<file path="src/rtl/dt_pkg.sv">
package dt_pkg;
   localparam int REG_W    = 16;
   localparam int B_SHORT  = 0;
   localparam int B_STAT   = 1;
   localparam int B_SERR   = 2;
   localparam int B_FB2B   = 3;
   localparam int B_COMPAT = 8;
   localparam int B_PERR   = 9;
   localparam logic [REG_W-1:0] LIVE_MASK = 16'h0307;

   typedef struct packed {
      logic short_sel;
      logic stat;
      logic serr_en;
      logic compat;
      logic perr_en;
   } ctl_t;
endpackage

</file>
<file path="src/rtl/dt_ctl_reg.sv">
module dt_ctl_reg
   import dt_pkg::*;
#(
   parameter int W    = 16,
   parameter int BE_W = W / 8
) (
   input  logic            clk,
   input  logic            rst_n,
   input  logic            wr_en,
   input  logic [W-1:0]    wr_data,
   input  logic [BE_W-1:0] wr_be,
   input  logic            expire,
   output ctl_t            ctl,
   output logic [W-1:0]    rd_data
);
   logic [BE_W-1:0] lane_we;

   initial begin
      assert (W == REG_W) else $error("dt_ctl_reg: width must be %0d", REG_W);
      assert (BE_W * 8 == W) else $error("dt_ctl_reg: width not whole bytes");
   end

   for (genvar g = 0; g < BE_W; g++) begin : g_lane
      assign lane_we[g] = wr_en & wr_be[g];
   end

   logic clr_stat;
   assign clr_stat = lane_we[0] & wr_data[B_STAT];

   always_ff @(posedge clk) begin
      if (!rst_n) begin
         ctl <= '0;
      end else begin
         if (lane_we[0]) begin
            ctl.short_sel <= wr_data[B_SHORT];
            ctl.serr_en   <= wr_data[B_SERR];
         end
         if (lane_we[1]) begin
            ctl.compat  <= wr_data[B_COMPAT];
            ctl.perr_en <= wr_data[B_PERR];
         end
         if (expire)        ctl.stat <= 1'b1;
         else if (clr_stat) ctl.stat <= 1'b0;
      end
   end

   always_comb begin
      rd_data           = '0;
      rd_data[B_SHORT]  = ctl.short_sel;
      rd_data[B_STAT]   = ctl.stat;
      rd_data[B_SERR]   = ctl.serr_en;
      rd_data[B_FB2B]   = 1'b0;
      rd_data[B_COMPAT] = ctl.compat;
      rd_data[B_PERR]   = ctl.perr_en;
   end

   AST_STATUS_STICKY: assert property (@(posedge clk) disable iff (!rst_n)
      (ctl.stat && !clr_stat) |=> ctl.stat);
   AST_EXPIRY_WINS: assert property (@(posedge clk) disable iff (!rst_n)
      expire |=> ctl.stat);
endmodule

</file>
<file path="src/rtl/dt_countdown.sv">
module dt_countdown #(
   parameter int LONG_LOG2  = 15,
   parameter int SHORT_LOG2 = 10
) (
   input  logic clk,
   input  logic rst_n,
   input  logic head,
   input  logic retry,
   input  logic short_sel,
   output logic expire,
   output logic armed
);
   localparam int CW = LONG_LOG2;
   localparam logic [CW-1:0] LOAD_LONG  = {CW{1'b1}};
   localparam logic [CW-1:0] LOAD_SHORT = {{(CW-SHORT_LOG2){1'b0}}, {SHORT_LOG2{1'b1}}};

   initial begin
      assert (SHORT_LOG2 >= 1) else $error("dt_countdown: short window too small");
      assert (SHORT_LOG2 < LONG_LOG2) else $error("dt_countdown: short must be below long");
      assert (LONG_LOG2 <= 30) else $error("dt_countdown: long window too wide");
   end

   logic [CW-1:0] cnt;
   logic          at_zero;
   assign at_zero = (cnt == '0);

   always_ff @(posedge clk) begin
      if (!rst_n) begin
         armed <= 1'b0;
         cnt   <= '0;
      end else if (head) begin
         armed <= 1'b1;
         cnt   <= short_sel ? LOAD_SHORT : LOAD_LONG;
      end else if (retry) begin
         armed <= 1'b0;
         cnt   <= '0;
      end else if (armed) begin
         if (at_zero) armed <= 1'b0;
         else         cnt   <= cnt - 1'b1;
      end
   end

   assign expire = armed & at_zero & ~retry;

   AST_RETRY_CLEARS: assert property (@(posedge clk) disable iff (!rst_n)
      (retry && !head) |=> !expire);
   AST_HEAD_ARMS: assert property (@(posedge clk) disable iff (!rst_n)
      head |=> (armed && !expire));
endmodule

</file>
<file path="src/rtl/dt_discard_timer.sv">
module dt_discard_timer
   import dt_pkg::*;
#(
   parameter int LONG_LOG2  = 15,
   parameter int SHORT_LOG2 = 10
) (
   input  logic        clk,
   input  logic        rst_n,
   input  logic        head_valid,
   input  logic        retry,
   input  logic        wr_en,
   input  logic [15:0] wr_data,
   input  logic [1:0]  wr_be,
   output logic        discard,
   output logic        serr_pulse,
   output logic [15:0] rd_data
);
   ctl_t ctl;
   logic expire;
   logic armed;

   dt_countdown #(.LONG_LOG2(LONG_LOG2), .SHORT_LOG2(SHORT_LOG2)) u_cnt (
      .clk       (clk),
      .rst_n     (rst_n),
      .head      (head_valid),
      .retry     (retry),
      .short_sel (ctl.short_sel),
      .expire    (expire),
      .armed     (armed)
   );

   dt_ctl_reg #(.W(REG_W), .BE_W(REG_W / 8)) u_reg (
      .clk     (clk),
      .rst_n   (rst_n),
      .wr_en   (wr_en),
      .wr_data (wr_data),
      .wr_be   (wr_be),
      .expire  (expire),
      .ctl     (ctl),
      .rd_data (rd_data)
   );

   assign discard    = expire;
   assign serr_pulse = expire & ctl.serr_en;

   AST_SERR_GATED: assert property (@(posedge clk) disable iff (!rst_n)
      serr_pulse |-> (discard && rd_data[B_SERR]));
   AST_DISCARD_SINGLE: assert property (@(posedge clk) disable iff (!rst_n)
      discard |=> !discard);
   AST_STATUS_SET: assert property (@(posedge clk) disable iff (!rst_n)
      discard |=> rd_data[B_STAT]);
   AST_RSVD_ZERO: assert property (@(posedge clk) disable iff (!rst_n)
      (rd_data & ~LIVE_MASK) == '0);
endmodule

</file>
<file path="config.mk">
export PLATFORM = sky130hd
export DESIGN_NAME = dt_discard_timer
export DESIGN_NICKNAME = d
export VERILOG_FILES = /design/src/rtl/dt_pkg.sv /design/src/rtl/dt_ctl_reg.sv /design/src/rtl/dt_countdown.sv /design/src/rtl/dt_discard_timer.sv
export SDC_FILE = /design/constraint.sdc
export NUM_CORES = 1
export LEC_CHECK = 0
export ABC_AREA = 1
export BUFFER_PORTS_ARGS = -buffer_cell sky130_fd_sc_hd__buf_2
export CAP_MARGIN = 20
export CELL_PAD_IN_SITES_DETAIL_PLACEMENT = 1
export CELL_PAD_IN_SITES_GLOBAL_PLACEMENT = 2
export CORE_MARGIN = 4
export CORE_UTILIZATION = 28
export DETAILED_ROUTE_END_ITERATION = 12
export PLACE_DENSITY_LB_ADDON = 0.1
export SLEW_MARGIN = 15
export SYNTH_ARGS = -nofsm -noshare
export SYNTH_HDL_FRONTEND = slang
export SYNTH_SLANG_ARGS = --single-unit
</file>
<file path="constraint.sdc">
create_clock -name clk -period 4.7 [get_ports clk]
set_input_delay 0.94 -clock clk [delete_from_list [all_inputs] [get_ports clk]]
set_output_delay 0.94 -clock clk [all_outputs]
set_load 0.005 [all_outputs]
</file>
Yosys cells after proc, flatten, opt, wreduce, memory -nomap -nowiden. Cells that the tools add are included.

Register bits after elaboration: 21. Word-level logic and storage cells: 31.

$add $sub $neg: 1. Eq/ne operators: 1. Muxes and demuxes: 11. Bitwise operators: 7. Reductions and logical operators: 4.

Operators by type and width (count): $mux 15 (5); $logic_not 15->1 (1); $sub 15x1->15 const B (1); $and 1x1->1 (6); $mux 1 (6); $ne 3x3->1 const B (1); $reduce_bool 3->1 (1); $reduce_and 2->1 (1); $reduce_bool 2->1 (1); $not 1->1 (1).

Logic depth before layout (Yosys ltp).
Depth after elaboration: 5. Depth in mapped cells: 11. Mapped depth without buffers: 11.

By module. From an unflattened synthesis, not the netlist that was laid out.

Cell total of the unflattened synthesis: 232. Area total of the unflattened synthesis: 1407.6 um^2.

Modules (own cells, without submodules): dt_countdown (times used 1, cells an instance 187, area each 1089.8 um^2, seq. area each 320.3 um^2); dt_ctl_reg (times used 1, cells an instance 43, area each 310.3 um^2, seq. area each 100.1 um^2); dt_discard_timer (times used 1, cells an instance 2, area each 7.5 um^2, seq. area each 0.0 um^2).

Worst setup path after synthesis. OpenSTA, ideal clock, no wires.

Path kind: input-to-output. Start: input retry. End: output serr_pulse. Data arrival time: 1.351 ns. Required time: 3.760 ns. Path slack: 2.409 ns. Stages on the path: 3. Path buffers: 0. Cell sequence: inv_1 -> nand2_1 -> nor3b_1.

Longest elaborated chain between the ends: 3.

RTL lines: start: declaration (line dt_discard_timer.sv:10) `input logic retry,`; $not 1->1 (line dt_countdown.sv:43) `assign expire = armed & at_zero & ~retry;`; $and 1x1->1 (line dt_countdown.sv:43); $and 1x1->1 (line dt_discard_timer.sv:44) `assign serr_pulse = expire & ctl.serr_en;`; end: declaration (line dt_discard_timer.sv:15) `output logic serr_pulse,`.

No other way between the ends.

Worst setup path after layout.
Start: register u_cnt.cnt[0]. End: output serr_pulse.

Longest elaborated chain between the ends: 4.

RTL lines: start: declaration (line dt_countdown.sv:23) `logic [CW-1:0] cnt;`; start signal: assignment (line dt_countdown.sv:33) `cnt <= short_sel ? LOAD_SHORT : LOAD_LONG;`; start signal: assignment (line dt_countdown.sv:39) `else cnt <= cnt - 1'b1;`; $logic_not 15->1 (line dt_countdown.sv:25) `assign at_zero = (cnt == '0);`; $and 1x1->1 (2 in a row) (line dt_countdown.sv:43); $and 1x1->1 (line dt_discard_timer.sv:44).

No other way between the ends.

==> flow_metrics.py <==
metrics = {
    "outcome": {
        "outcome": "finished, final reports clean",
    },
    "flow_run": {
        "maxCapViolCount": 0,
    },
    "setup_path": {
        "worstSetupEndpointType": "output port",
        "startpoint": "u_cnt.cnt[0]$_SDFFE_PN0P_",
        "cp_data_required_time_ps": 3760,
        "critical_path_class": "flip-flop to output port",
        "arrival_ps": 1930,
        "critPathMaxFanout": 5,
        "critPathLaunchType": "flip-flop",
        "reg2reg_from": "u_cnt.cnt[0]$_SDFFE_PN0P_",
    },
    "worst_hold_path": {
        "hold_path_class": "flip-flop to flip-flop",
        "worstHoldStart": "u_cnt.cnt[1]$_SDFFE_PN0P_",
    },
    "clocking": {
        "cts_sinks": 21,
        "clockBufferDepth": 2,
        "cts_resized": 0,
        "cts_tree": "done",
        "post_cts_buffers": 0,
        "numCtsBuffers": 3,
        "path_clk_slew_ps": 90,
        "clock_latency_ps": 270,
        "h-tree-depth": 1,
        "cts-root-buf": "clkbuf_8",
        "ctsHoldBuffers": 0,
    },
    "floorplan": {
        "fp.dieW_um": 78.0,
        "core_um2": 4720,
        "fp.dieH_um": 78.0,
        "rows": 25,
        "dieArea_um2": 6080,
        "io-pin-count": 41,
        "initial_core_util_pct": 29.0,
    },
    "detailed_routing": {
        "drtIter0Drc": 45,
        "vias": 1332,
        "wl_per_cell_um": 13.0,
        "antenna_left": 0,
        "routed_wirelength_um": 3890,
        "first_pass_iters": 4,
        "viasPerCell": 4.45,
        "post-route-drc-count": 0,
    },
    "power_and_ir_drop": {
        "p_leak_nw": 0.734,
        "power_density_nw_per_um2": 295,
        "ir_drop_mv": 0.0805,
    },
    "placement": {
        "routabilityCongestion": 0.826,
        "placed_cells": 295,
        "dp_hpwl_um": 3030,
        "port_buffers": 18,
    },
    "yosys": {
        "synth_area_leaders": "dfxtp_1 (31%), nand2_1 (15%), nor2_1 (8.5%)",
        "async_reset_ff_share_pct": 0,
        "synth_area_um2": 1370,
        "synth_edf_count": 0,
        "synth_seq_cells": 21,
        "ys.flop_type": "dfxtp_1",
        "yosys_warnings": 0,
        "synth_cell_types": 28,
        "syn_avg_cell_area_um2": 6.38,
        "yosysTopAreaCell": "dfxtp_1",
        "synth_top_area_share_pct": 30.7,
        "seq_area_frac_synth_pct": 30.7,
        "synthCells": 215,
    },
    "grt": {
        "gr-total-overflow": 0,
        "antenna_found_initial": 0,
        "grt_use_met1_pct": 18.6,
        "busiest_layer": "met2",
        "grt_first_pass_wirelength_um": 6680,
        "grt_max_degree": 16,
        "gr-usage-met3_pct": 2.20,
        "grt_pass1_vias": 1378,
        "globalRouteTotalUtil_pct": 13.7,
        "grt.met2_usage_pct": 22.5,
    },
    "sta": {
        "finClkSkew_ps": 3.10,
        "setup_tns_ps": 0,
        "setup_violations": 0,
        "rsz0062_at_grt": "no",
        "hold_viol_final": 0,
        "min_period_over_period_pct": 61.1,
        "fin_crit_ps": 2870,
        "report.final.slew_viol_count": 0,
        "fmax_mhz": 348,
    },
    "finish": {
        "areaGrowthSynthToFinish_pct": 10.9,
        "final_cells": 299,
        "nets": 257,
        "antenna_cells_inserted": 0,
        "fin_util_pct": 32.2,
        "drive_gt1_share_pct": 16.4,
    },
}
-- sequential cells by signal (all words and copies together) (netlist names) --
signal,cells
u_cnt.armed,1
u_cnt.cnt,15
u_reg.ctl,5
-- worst paths after layout --
| check | endpoint | slack (ps) | depth (start not counted) |
|---|---|---|---|
| worst max-delay path | serr_pulse | 1830 | 9 |
| worst min-delay path | u_cnt.cnt[1]$_SDFFE_PN0P_ | 480 | 2 |
| worst max register to register | u_cnt.cnt[14]$_SDFFE_PN0P_ | 2930 | 8 |
| worst min register to register | u_cnt.cnt[1]$_SDFFE_PN0P_ | 480 | 2 |
-- metal layers --
layer / up-vias / routed length, um
met4: 0 / 18
met3: 2 / 77
met1: 621 / 1930
li1: 697 / -
met5: - / 0
met2: 12 / 1870
-- kinds of logic after synthesis --
| logic type | Yosys count | share of synthesized area [%] |
|---|---|---|
| buffers and inverters | 36 | 13.7 |
| flip-flops | 21 | 30.7 |
| XOR/XNOR | 3 | 1.92 |
| AO/OA/AOI/OAI | 35 | 15.1 |
| adder cells (fa/ha/maj) | 1 | 0.912 |
| AND/OR/NAND/NOR | 118 | 37.5 |
| other | 1 | 0.273 |
-- report_power, final --
part           switching, mW  total, mW  internal (mW)
Sequential            0.0159      0.208          0.192
Clock                 0.0701      0.129         0.0593
Combinational         0.0717      0.110         0.0387
-- placed cells by master, fill, tap and decap left out, drive strengths merged --
cell type,Yosys,final
nand2,60,60
o21ai,17,17
a21oi,13,13
o21a,1,1
clkinv,0,1
nor3b,1,1
dfxtp,21,21
a21boi,1,1
conb,1,11
o21bai,3,3
nor2,38,38
clkbuf,2,3
nand4,1,1
xor2,2,2
nand3,17,17
nand3b,1,1
inv,21,21
xnor2,1,1
ha,1,1
buf,13,18
-- worst max-delay path, stage by stage (launching register included) --
cell,delay (ps)
dfxtp_1,350
inv_1,80
ha_1,290
nand2_2,170
inv_2,80
nand2_1,70
nor2_1,140
nand3b_1,140
nor3b_1,190
buf_2,140
-- cell usage after synthesis, drive strengths merged, types with 2 or more instances --
cell	instances
a21oi	13
buf	13
clkbuf	2
dfxtp	21
inv	21
nand2	60
nand3	17
nor2	38
o21ai	17
o21bai	3
xor2	2
-- through the flow --
stage | hold slack [ps] | instance area, um2 | setup slack, ps | power, mW
after floorplan | 453 | 1410 | 2410 | 0.298
after detailed placement | 478 | 1470 | 1950 | 0.324
after global placement | 463 | 1470 | 1970 | 0.320
after CTS | 490 | 1520 | 1790 | 0.457
final | 485 | 1520 | 1830 | 0.448
after global routing | 534 | 1520 | 1600 | 0.487
-- area by class of cell --
| cell class | instances | area [um2] |
|---|---|---|
| clock buffer | 3 | 41.3 |
| sequential | 21 | 420 |
| inverter | 21 | 78.8 |
| fill | 639 | 3200 |
| clock inverter | 1 | 5.00 |
| tap | 67 | 83.8 |
| multi-input combinational | 168 | 801 |
| timing repair buffer | 18 | 90.1 |
Power figures use the tool's default switching activity.
